## src/rtl/i2cmon_pkg.sv

```systemverilog
package i2cmon_pkg;
  localparam int unsigned NUM_SRC = 4;
  localparam int unsigned SRC_START = 0;
  localparam int unsigned SRC_STOP  = 1;
  localparam int unsigned SRC_ADDR  = 2;
  localparam int unsigned SRC_DATA  = 3;

  typedef struct packed {
    logic start;
    logic stop;
  } cond_t;
endpackage

```

## src/rtl/i2cmon_sync.sv

```systemverilog
module i2cmon_sync #(
  parameter int unsigned WIDTH     = 2,
  parameter int unsigned STAGES    = 2,
  parameter logic        RESET_VAL = 1'b1
) (
  input  logic             clk_i,
  input  logic             rst_ni,
  input  logic [WIDTH-1:0] d_i,
  output logic [WIDTH-1:0] q_o
);
  for (genvar b = 0; b < WIDTH; b++) begin : g_bit
    logic [STAGES-1:0] chain_q;
    always_ff @(posedge clk_i or negedge rst_ni) begin
      if (!rst_ni) chain_q <= {STAGES{RESET_VAL}};
      else if (STAGES > 1) chain_q <= {chain_q[STAGES-2:0], d_i[b]};
      else chain_q <= d_i[b];
    end
    assign q_o[b] = chain_q[STAGES-1];
  end
endmodule

```

## src/rtl/i2cmon_cond_detect.sv

```systemverilog
module i2cmon_cond_detect
  import i2cmon_pkg::*;
(
  input  logic  clk_i,
  input  logic  rst_ni,
  input  logic  scl_i,
  input  logic  sda_i,
  output cond_t cond_o
);
  logic scl_q, sda_q;

  // idle bus is high on both lines
  always_ff @(posedge clk_i or negedge rst_ni) begin
    if (!rst_ni) begin
      scl_q <= 1'b1;
      sda_q <= 1'b1;
    end else begin
      scl_q <= scl_i;
      sda_q <= sda_i;
    end
  end

  logic scl_held;
  assign scl_held     = scl_q & scl_i;
  assign cond_o.start = scl_held &  sda_q & ~sda_i;
  assign cond_o.stop  = scl_held & ~sda_q &  sda_i;

  AST_COND_EXCL: assert property (@(posedge clk_i) disable iff (!rst_ni)
    !(cond_o.start && cond_o.stop));
  AST_SCL_LOW_QUIET: assert property (@(posedge clk_i) disable iff (!rst_ni)
    (!scl_i || !scl_q) |-> !(cond_o.start || cond_o.stop));
endmodule

```

## src/rtl/i2cmon_event_reg.sv

```systemverilog
module i2cmon_event_reg
  import i2cmon_pkg::*;
(
  input  logic               clk_i,
  input  logic               rst_ni,
  input  logic               enable_i,
  input  cond_t              cond_i,
  input  logic               byte_done_i,
  input  logic               byte_is_addr_i,
  input  logic               irq_clear_i,
  output logic               start_flag_o,
  output logic               stop_flag_o,
  output logic               bus_free_o,
  output logic               irq_o,
  output logic [NUM_SRC-1:0] irq_src_o
);
  logic [NUM_SRC-1:0] ev;

  always_comb begin
    ev            = '0;
    ev[SRC_START] = cond_i.start;
    ev[SRC_STOP]  = cond_i.stop;
    ev[SRC_ADDR]  = byte_done_i &  byte_is_addr_i;
    ev[SRC_DATA]  = byte_done_i & ~byte_is_addr_i;
  end

  always_ff @(posedge clk_i or negedge rst_ni) begin
    if (!rst_ni) begin
      start_flag_o <= 1'b0;
      stop_flag_o  <= 1'b0;
      irq_o        <= 1'b0;
      irq_src_o    <= '0;
    end else if (!enable_i) begin
      start_flag_o <= 1'b0;
      stop_flag_o  <= 1'b0;
      irq_o        <= 1'b0;
      irq_src_o    <= '0;
    end else begin
      if (cond_i.start) begin
        start_flag_o <= 1'b1;
        stop_flag_o  <= 1'b0;
      end else if (cond_i.stop) begin
        start_flag_o <= 1'b0;
        stop_flag_o  <= 1'b1;
      end
      // new events take priority over a same-cycle clear
      irq_src_o <= (irq_clear_i ? '0 : irq_src_o) | ev;
      irq_o     <= (|ev) | (irq_o & ~irq_clear_i);
    end
  end

  assign bus_free_o = stop_flag_o | ~(start_flag_o | stop_flag_o);

  AST_FLAGS_EXCL: assert property (@(posedge clk_i) disable iff (!rst_ni)
    !(start_flag_o && stop_flag_o));
  AST_DISABLE_CLEARS: assert property (@(posedge clk_i) disable iff (!rst_ni)
    !enable_i |=> !start_flag_o && !stop_flag_o && !irq_o && irq_src_o == '0);
  AST_START_SETS: assert property (@(posedge clk_i) disable iff (!rst_ni)
    (enable_i && cond_i.start) |=> start_flag_o && !stop_flag_o);
  AST_STOP_SETS: assert property (@(posedge clk_i) disable iff (!rst_ni)
    (enable_i && cond_i.stop) |=> stop_flag_o && !start_flag_o);
  AST_EVENT_RAISES: assert property (@(posedge clk_i) disable iff (!rst_ni)
    (enable_i && (byte_done_i || cond_i.start || cond_i.stop)) |=> irq_o);
  AST_IRQ_STICKY: assert property (@(posedge clk_i) disable iff (!rst_ni)
    (enable_i && irq_o && !irq_clear_i) |=> irq_o);
  AST_FREE_AFTER_STOP: assert property (@(posedge clk_i) disable iff (!rst_ni)
    start_flag_o |-> !bus_free_o);
endmodule

```

## src/rtl/i2c_bus_monitor.sv

```systemverilog
module i2c_bus_monitor
  import i2cmon_pkg::*;
#(
  parameter int unsigned SYNC_STAGES = 2
) (
  input  logic               clk_i,
  input  logic               rst_ni,
  input  logic               scl_i,
  input  logic               sda_i,
  input  logic               enable_i,
  input  logic               byte_done_i,
  input  logic               byte_is_addr_i,
  input  logic               irq_clear_i,
  output logic               start_flag_o,
  output logic               stop_flag_o,
  output logic               bus_free_o,
  output logic               irq_o,
  output logic [NUM_SRC-1:0] irq_src_o
);
  localparam int unsigned LINES = 2;

  logic [LINES-1:0] lines_sync;
  cond_t            cond;

  i2cmon_sync #(
    .WIDTH    (LINES),
    .STAGES   (SYNC_STAGES),
    .RESET_VAL(1'b1)
  ) u_sync (
    .clk_i (clk_i),
    .rst_ni(rst_ni),
    .d_i   ({scl_i, sda_i}),
    .q_o   (lines_sync)
  );

  i2cmon_cond_detect u_detect (
    .clk_i (clk_i),
    .rst_ni(rst_ni),
    .scl_i (lines_sync[1]),
    .sda_i (lines_sync[0]),
    .cond_o(cond)
  );

  i2cmon_event_reg u_events (
    .clk_i         (clk_i),
    .rst_ni        (rst_ni),
    .enable_i      (enable_i),
    .cond_i        (cond),
    .byte_done_i   (byte_done_i),
    .byte_is_addr_i(byte_is_addr_i),
    .irq_clear_i   (irq_clear_i),
    .start_flag_o  (start_flag_o),
    .stop_flag_o   (stop_flag_o),
    .bus_free_o    (bus_free_o),
    .irq_o         (irq_o),
    .irq_src_o     (irq_src_o)
  );
endmodule

```

## config.mk

```make
export PLATFORM = sky130hd
export DESIGN_NAME = i2c_bus_monitor
export DESIGN_NICKNAME = d
export VERILOG_FILES = /design/src/rtl/i2cmon_pkg.sv /design/src/rtl/i2cmon_sync.sv /design/src/rtl/i2cmon_cond_detect.sv /design/src/rtl/i2cmon_event_reg.sv /design/src/rtl/i2c_bus_monitor.sv
export SDC_FILE = /design/constraint.sdc
export NUM_CORES = 1
export LEC_CHECK = 0
export BUFFER_PORTS_ARGS = -buffer_cell sky130_fd_sc_hd__buf_4
export CAP_MARGIN = 20
export CORE_AREA = 2 2 39 41
export CTS_CLUSTER_DIAMETER = 100
export DETAILED_ROUTE_END_ITERATION = 7
export DIE_AREA = 0 0 41 43
export PLACE_DENSITY = 0.55
export SETUP_SLACK_MARGIN = 0.2
export SLEW_MARGIN = 20
export SYNTH_ARGS = -nofsm -noshare
export SYNTH_HDL_FRONTEND = slang
export SYNTH_SLANG_ARGS = --single-unit
```

## constraint.sdc

```tcl
create_clock -name clk_i -period 1.29 [get_ports clk_i]
set_input_delay 0.258 -clock clk_i [delete_from_list [all_inputs] [get_ports clk_i]]
set_output_delay 0.258 -clock clk_i [all_outputs]
set_load 0.05 [all_outputs]
```

==> impl_results.md, run 1 <==
* Worst Max-Slew Pin Slew at 0.1605 ns
* Switching share of power at 0.2568
* Worst min-delay path endpoint: u_sync.g_bit[1].chain_q[0]
* Fin Setup TNS at 0 ns
* Clock buffer count from CTS at 3
* Horiz. Die Dim at 41 um
* Area grow syn2layout at 56.90%
* Design Area, Final at 696.9 um2
* Length in cells of the worst reg-to-reg path at 3
* Distinct cells, synth at 11
* Clock sinks at 13
* Final setup fails at 0
* Antenna-violating nets left at 0
* WS Path Type: reg -> out
* Internal Power at 0.6075 mW
* Cells after Synth at 34
* Initial antenna violation count at 0
* Cell area power density at 1173 mW/mm2
* Type of the tightest min-delay check: in -> reg
* FILL cells at 139
* Critical Path RT at 1.03 ns
* I/O Pins at 16
* Synth warn at 0
* Largest net degree at the start of global routing at 14
* DR vias/cell at 4.506
* Core area at 0.001384 mm2
* DRC at 0
* Clk network pwr share at 0.306
* Final Max Tran Viols at 0
* Combinational group share of total power at 0.148
* Row count at 14
* Max VDD drop at 0.5020 mV
* CTS tree: yes
* Share of cells above drive strength 1 at 0.6066
* Global-route wire length before repair at 1.366 mm
* Via count at 347
* Leakage Power at 0.3406 nW
* RSZ-0062 raised after global routing: yes
* Max Clk Rate at 0.8362 GHz
* CTS root buf: clkbuf_4
* Routed wire per std cell at 10.35 um
* Hpwl dp at 545.9 um
* Crit start category: flip-flop
* Worst-path clk slew at 0.08 ns
* Buffer depth of the longest clock path at 2
* DRT iter0 DRCs at 7
* DR pass1 iterations at 4
* Crit path max fanout at 2
* PortBufs at 15
* Most frequent cells in the layout: buf_4 (16), dfstp_2 (6), a21oi_1 (5), buf_6 (5), dfrtp_1 (5)
* Max_cap viols at 0
* Final nets at 70
* RR Startpoint: u_sync.g_bit[1].chain_q[1]
* H-tree levels at 1
* Synthesized area at 444.2 um2
* Gpl congestion at 0.6894
* GRT overflow at 0
* Vias in the first global route at 323
* NetSw at 0.2100 mW
* GRT Overall Usage at 0.1218
* Status: finished clean
* Endpoints failing hold at 0
* Syn Nets at 42
* Crit path time final at 1.196 ns
* Slew HR at 0.8924
* CP arrival at 0.94 ns
* Clk_lat worst skew at 0.27 ns
* Die Area at 0.001763 mm2
* WL final at 797 um
* Antenna diode count at 0
* Clk_skew at 0.001078 ns
* Syn Area/Cell at 13.06 um2
* Reg2reg end: u_events.start_flag_o
* Min-delay src: scl_i
* Initial Utilization at 0.3210
* Die Ht at 43 um
* Reg2Reg Setup Slack at 0.29 ns
* #FFs+latches synth at 13
* Most common cell after layout, fill and taps aside: buf_4
* Hold Crit Depth at 1
* Sequential area share after synthesis at 0.7493
* Type of element capturing the critical path: primary output
* Fin crit share at 0.9271
* Flop pwr share at 0.546
* Post-DP Area at 581.8 um2
power groups by stage:
stage | combinational (mW) | sequential, mW | clock (mW)
2_1_floorplan | 0.0229 | 0.483 | 0
3_3_place_gp | 0.101 | 0.451 | 0
3_5_place_dp | 0.101 | 0.452 | 0
4_1_cts | 0.116 | 0.446 | 0.262
5_1_grt | 0.131 | 0.449 | 0.277
6_report | 0.121 | 0.446 | 0.250
worst max path at each step:
stage	from	to
after detailed placement	u_sync.g_bit[1].chain_q[1]	u_events.start_flag_o
after CTS	u_events.stop_flag_o	bus_free_o
final	u_events.stop_flag_o	bus_free_o
after global placement	u_sync.g_bit[1].chain_q[1]	u_events.irq_o
after floorplan	u_events.stop_flag_o	bus_free_o
after global routing	u_events.stop_flag_o	bus_free_o
layer usage:
layer	global-route usage	routed length, um	vias up	part of all wire
li1	-	-	170	-
met1	0.1575	365	165	0.46
met4	0.1000	0	0	0
met3	0.04712	49	0	0.061
met2	0.1531	382	12	0.48
met5	0	0	-	0
sequential cells by signal, summed over array words and instances (netlist names):
| signal | flops |
|---|---|
| u_events.irq_src_o | 4 |
| u_sync.g_bit.chain_q | 4 |
| u_detect.scl_q | 1 |
| u_detect.sda_q | 1 |
| u_events.irq_o | 1 |
| u_events.start_flag_o | 1 |
| u_events.stop_flag_o | 1 |
cell families (layout without fill, tap and decap cells):
group | Yosys count | in the layout | synth area share
buffers and inverters | 4 | 31 | 0.03379
DFF | 13 | 13 | 0.7493
and+or+nand+nor | 9 | 9 | 0.1127
AOI/OAI and AO/OA | 8 | 8 | 0.1042
final cells by class:
class                   count  area [um2]  area share
well taps                  16       20.02     0.02873
clock buffers               4       26.28     0.03770
repair buffers             23       201.4      0.2890
flip-flops and latches     13       335.3      0.4811
multi-input cells          17       98.84      0.1418
inverters                   4       15.01     0.02154
critical path, cell delays in order, from the launching register on:
cell	delay, ns
dfrtp_2	0.41
inv_2	0.06
nand2_2	0.05
buf_8	0.14
repair_timing:
item	in CTS	in global routing
hold buffers	1	0
pin swaps	0	0
hold endpoints to repair	7	0
setup buffers	3	4
setup endpoints to repair	8	8
gates resized for setup	7	1
cells in the mapped netlist (all sizes together):
library cell / count / area (um2)
nand2: 5 / 18.77
a21oi: 5 / 25.02
a22oi: 2 / 15.01
dfrtp: 7 / 175.2
nand4b: 2 / 23.77
dfstp: 6 / 157.7
nor2: 2 / 7.510
inv: 4 / 15.01
a31oi: 1 / 6.260
metrics by stage:
stage          cells    util  setup slack (ns)  power (mW)  hold slack, ns
2_1_floorplan     34       -            0.2142      0.5054        -0.03759
6_report          77  0.5036           0.09405      0.8175         0.08710
5_1_grt           77  0.5036           0.04843      0.8575         0.06840
3_5_place_dp      65  0.4204            0.2911      0.5537          0.1082
3_3_place_gp      65  0.4204            0.3061      0.5528          0.1079
4_1_cts           73  0.4792           0.08474      0.8243         0.07451
(Power assumes the default switching activity.)
==> inputs of run 2 (changes only) <==
clock period = 1.6 ns   (was 1.29 ns; I/O delays follow)
==> impl_results.md, run 2 (same netlist as run 1, synthesis figures left out) <==
* DR WL met2 at 382 um
* Antenna diode count at 0
* Post-DP Area at 576.8 um2
* Routed wire per std cell at 11.13 um
* Final Max Tran Viols at 0
* Fin crit share at 0.7885
* Critical Path RT at 1.28 ns
* Initial antenna violation count at 0
* Clk network pwr share at 0.303
* Max_cap viols at 0
* Worst Max-Slew Pin Slew at 0.1905 ns
* Crit path time final at 1.262 ns
* CP arrival at 0.94 ns
* Internal Power at 0.4724 mW
* Max Clk Rate at 0.7926 GHz
* CTS tree: yes
* M1 wire length at 324 um
* Most frequent cells in the layout: buf_4 (15), dfrtp_1 (7), dfstp_2 (6)
* Uppermost layer routed: met3
* GRT overflow at 0
* Largest net degree at the start of global routing at 14
* Combinational group share of total power at 0.130
* Most common cell after layout, fill and taps aside: buf_4
* Hold_ws at 0.1523 ns
* Post-route core utilization at 0.4439
* Horiz. Die Dim at 41 um
* I/O Pins at 16
* Post_cts resized at 0
* Clk_lat worst skew at 0.27 ns
* Met3 WL post-DR at 72 um
* DR pass1 iterations at 3
* PortBufs at 15
* Final setup fails at 0
* Gpl congestion at 0.6386
* Initial Utilization at 0.3210
* Crit path max fanout at 2
* Tot Pwr at 0.6317 mW
* Final worst setup slack at 0.3383 ns
* Antenna-violating nets left at 0
* Core area at 0.001384 mm2
* Area grow syn2layout at 38.31%
* Leakage Power at 0.3023 nW
* Type of the tightest min-delay check: in -> reg
* Delay of the slowest critical-path stage at 0.38 ns
* Slowest CP cell: dfrtp_1
* Buffer depth of the longest clock path at 2
* Max VDD drop at 0.5577 mV
* Cell count after placement at 65
* Hold-fix buffers, CTS at 1
* Switching share of power at 0.2521
* Clock buffer count from CTS at 3
* Row count at 14
* Clock sinks at 13
* Global-route wire length before repair at 1.311 mm
* Design Area, Final at 614.3 um2
* Crit-path cells: inv_1 > nand2_1 > buf_4
* Die Ht at 43 um
* Fin Setup TNS at 0 ns
* DR vias/cell at 4.443
* Flop pwr share at 0.567
* Non-Filler Instances at 70
* H-tree levels at 1
* FILL cells at 132
* Top flop regs: u_events.irq_src_o x4, u_sync.g_bit.chain_q x4
* Slew HR at 0.8723
* Vias in the first global route at 332
* Cell area power density at 1028 mW/mm2
* Die Area at 0.001763 mm2
* DRT iter0 DRCs at 1
* Type of element capturing the critical path: primary output
* DRC at 0
* GRT Overall Usage at 0.1163
* WS Path Type: reg -> out
* Post-CTS setup buffer count at 0
* Crit start category: flip-flop
* Endpoints failing hold at 0
* RSZ-0062 raised after global routing: no
* Clk_skew at 0.0003003 ns
* Final nets at 63
* Share of cells above drive strength 1 at 0.5000
* Status: finished clean
* Hpwl dp at 608.8 um
* Via count at 311
* WL final at 779 um
* Pre-CTS WS at 0.5675 ns
* CTS root buf: clkbuf_4
* Worst-path clk slew at 0.07 ns
* NetSw at 0.1593 mW
[run 2: critical path: cells and delay by family, from the launching register on]
kind | cells | cell delay, ns
DFF | 1 | 0.38
buffers and inverters | 2 | 0.25
and+or+nand+nor | 1 | 0.05
[run 2: cell type report]
type | count | area (um2) | share of cell area
Timing Repair Buffer | 16 | 122.6 | 0.1996
Tap cell | 16 | 20.02 | 0.03259
Sequential cell | 13 | 332.8 | 0.5418
Inverter | 4 | 15.01 | 0.02444
Multi-Input combinational cell | 17 | 96.34 | 0.1568
Clock inverter | 1 | 5.005 | 0.008147
Clock buffer | 3 | 22.52 | 0.03666
[run 2: path summary, 6_finish.rpt]
check	startpoint	to	slack, ns	depth (start not counted)
max in group asynchronous	rst_ni	u_detect.scl_q	0.95	2
hold / removal	scl_i	u_sync.g_bit[1].chain_q[0]	0.15	1
setup reg to reg	u_sync.g_bit[1].chain_q[1]	u_events.start_flag_o	0.54	3
min in group asynchronous	rst_ni	u_events.stop_flag_o	0.42	2
hold reg to reg	u_sync.g_bit[1].chain_q[0]	u_sync.g_bit[1].chain_q[1]	0.36	0
setup / recovery	u_events.stop_flag_o	bus_free_o	0.34	3
[run 2: metal layers]
layer  global-route usage  vias to the layer above
met5                    0                        -
met4              0.04000                        0
met3              0.07853                        0
met2               0.1781                       13
met1               0.1220                      145
li1                     -                      153
[run 2: power by group through the flow]
stage | logic, mW | clock network, mW | registers (mW)
finish | 0.0821 | 0.191 | 0.358
global route | 0.0889 | 0.215 | 0.361
CTS | 0.0836 | 0.203 | 0.359
detailed placement | 0.0815 | 0 | 0.365
global placement | 0.0808 | 0 | 0.364
floorplan | 0.0181 | 0 | 0.389
==> inputs of run 3 (changes only) <==
ABC_AREA = 1   (was not set)
PLACE_DENSITY = 0.61   (was 0.55)
clock period = 1.15 ns   (was 1.6 ns; I/O delays follow)
==> impl_results.md, run 3 <==
* Cell count after placement at 74
* Gpl congestion at 0.6461
* Met1 Use GR at 0.1689
* Syn Area/Cell at 10.92 um2
* Initial Utilization at 0.3472
* Status: complete, but fails checks
* Final setup fails at 1
* Design Area, Final at 752.0 um2
* FILL cells at 136
* DRT iter0 DRCs at 1
* Die Area at 0.001763 mm2
* Hold Crit Depth at 1
* Largest family of logic cells by synthesized area: simple AND/OR/NAND/NOR gates
* DRC at 0
* Synth area leaders: dfrtp_1 (36%), dfstp_2 (33%), nand2_1 (7.8%)
* Worst-path clk slew at 0.07 ns
* Clk_skew at 0.002407 ns
* Length in cells of the worst reg-to-reg path at 5
* Worst Max-Slew Pin Slew at 0.1772 ns
* Combinational group share of total power at 0.169
* Type of element capturing the critical path: primary output
* H-tree levels at 1
* Area grow syn2layout at 56.51%
* Buffer depth of the longest clock path at 2
* Largest net degree at the start of global routing at 14
* Crit path max fanout at 2
* Hpwl dp at 603 um
* Max VDD drop at 0.6106 mV
* Crit path time final at 1.163 ns
* Slew HR at 0.8817
* CTS root buf: clkbuf_4
* Max_cap viols at 0
* Post-synth top cells: nand2_1 (10), dfrtp_1 (7), nand3_1 (7)
* Antenna diode count at 0
* Vias in the first global route at 346
* Switching share of power at 0.2602
* Fin Setup TNS at -0.01348 ns
* Critical Path RT at 0.92 ns
* Leakage Power at 0.3707 nW
* Internal Power at 0.6886 mW
* CP arrival at 0.93 ns
* Row count at 14
* PortBufs at 15
* NetSw at 0.2422 mW
* Global-route wire length before repair at 1.490 mm
* Post-synthesis compound-gate area fraction at 0.04688
* Failing checks: negative setup slack
* Post-synth top flop: dfrtp_1
* Multi-input logic area at 152.6 um2
* Most common cell after layout, fill and taps aside: buf_4
* Final nets at 78
* M3 GR Usage at 0.06283
* Crit start category: flip-flop
* Post-synthesis simple-gate area fraction at 0.1901
* Flop pwr share at 0.540
* Final worst setup slack at -0.01348 ns
* Cells after Synth at 44
* CTS tree: yes
* WS Path Type: reg -> out
* Sequential cell area at 336.6 um2
* Horiz. Die Dim at 41 um
* Met2 usage at 0.1750
* Die Ht at 43 um
* Type of the tightest min-delay check: in -> reg
* Synthesized area at 480.5 um2
* Initial antenna violation count at 0
* Post-synth EDFFs at 0
* GRT Overall Usage at 0.1264
* Distinct cells, synth at 11
* Cell area power density at 1238 mW/mm2
* Reg2Reg Setup Slack at 0.13 ns
* RSZ-0062 raised after global routing: yes
* Syn Nets at 52
* Share of cells above drive strength 1 at 0.6957
* Most frequent cells in the layout: buf_4 (15), nand2_1 (7), dfstp_2 (6)
* Pre-CTS WS at 0.1690 ns
* Sequential area share after synthesis at 0.6927
* Fin crit share at 1.012
* Clk network pwr share at 0.292
* Delay of the slowest critical-path stage at 0.41 ns
* Xor/xnor share of the synthesized area at 0
* GRT overflow at 0
* Async SR Flop Fraction at 1.000
* Top-count cell post-synth: nand2_1
* Via count at 395
* Synth Area in Adders at 0
* Tot Pwr at 0.9308 mW
* DR pass1 iterations at 4
* Yosys top cell area share at 0.3646
* Clock buffer count from CTS at 3
* Synth warn at 0
* Core area at 0.001384 mm2
* Clk_lat worst skew at 0.27 ns
* DR vias/cell at 4.647
* Clock sinks at 13
* Slowest CP cell: dfrtp_2
* Area leader, netlist: dfrtp_1
* Max Clk Rate at 0.8595 GHz
* Final Max Tran Viols at 0
* I/O Pins at 16
* Top flop regs: u_events.irq_src_o x4, u_sync.g_bit.chain_q x4
* Multiplexer share of the synthesized area at 0
* Non-Filler Instances at 85
* WL final at 909 um
* Antenna-violating nets left at 0
* Endpoints failing hold at 0
* Post-DP Area at 613.1 um2
* Routed wire per std cell at 10.69 um
* Crit-path cells: inv_2 > nand2_4 > buf_6
* #FFs+latches synth at 13
* GRT busiest layer: met2
## run 3: changes by cell type after synthesis, moves of 2 or more
cell	previous run	this run
a21oi_1	5	2
nor2_1	2	0
nor2_2	0	2
a22oi_1	2	0
nand2_1	5	10
inv_1	3	6
nand3_1	0	7
## run 3: kinds of logic (layout without fill, tap and decap cells)
group                  count (synthesis)  count (layout)
buffers and inverters                  7              32
AND/OR/NAND/NOR                       20              20
AO/OA/AOI/OAI                          4               4
flip-flops                            13              13
## run 3: repair_timing
action | CTS | global route
resized for setup | 14 | 5
setup endpoints to repair | 12 | 13
hold endpoints to repair | 13 | 0
hold buffers | 1 | 0
setup buffers | 4 | 2
pin swaps | 5 | 4
## run 3: metal layers
layer	part of all wire	wire length (um)	vias up
met4	0	0	0
met3	0.065	59	0
li1	-	-	187
met1	0.43	390	195
met2	0.51	460	13
met5	0	0	-
## run 3: power by group through the flow
stage	Combinational [mW]	Sequential (mW)	Clock, mW
3_5_place_dp	0.123	0.507	0
2_1_floorplan	0.0364	0.543	0
6_report	0.157	0.502	0.272
5_1_grt	0.170	0.505	0.314
3_3_place_gp	0.122	0.507	0
4_1_cts	0.148	0.502	0.287
## run 3: through the flow
stage | hold slack (ns) | utilization
floorplan | -0.06559 | -
global placement | 0.07958 | 0.4430
detailed placement | 0.08185 | 0.4430
CTS | 0.05416 | 0.5190
global route | 0.04106 | 0.5434
finish | 0.06551 | 0.5434
## run 3: cell type report
cell class	count	area share
sequential	13	0.4476
timing repair buffer	22	0.2579
multi-input combinational	24	0.2030
inverter	6	0.02995
clock buffer	4	0.03494
tap	16	0.02662
## run 3: worst max-delay path: cells and delay by family (launching register included)
kind	cells	cell delay, ns
buffers and inverters	2	0.21
DFF	1	0.41
and+or+nand+nor	1	0.04
## run 3: path summary, 6_finish.rpt
path	startpoint	to
worst max-delay path	u_events.stop_flag_o	bus_free_o
worst min-delay path	scl_i	u_sync.g_bit[1].chain_q[0]
worst max register to register	u_sync.g_bit[0].chain_q[1]	u_events.start_flag_o
worst min register to register	u_sync.g_bit[1].chain_q[0]	u_sync.g_bit[1].chain_q[1]
max in group asynchronous	rst_ni	u_detect.sda_q
min in group asynchronous	rst_ni	u_events.start_flag_o
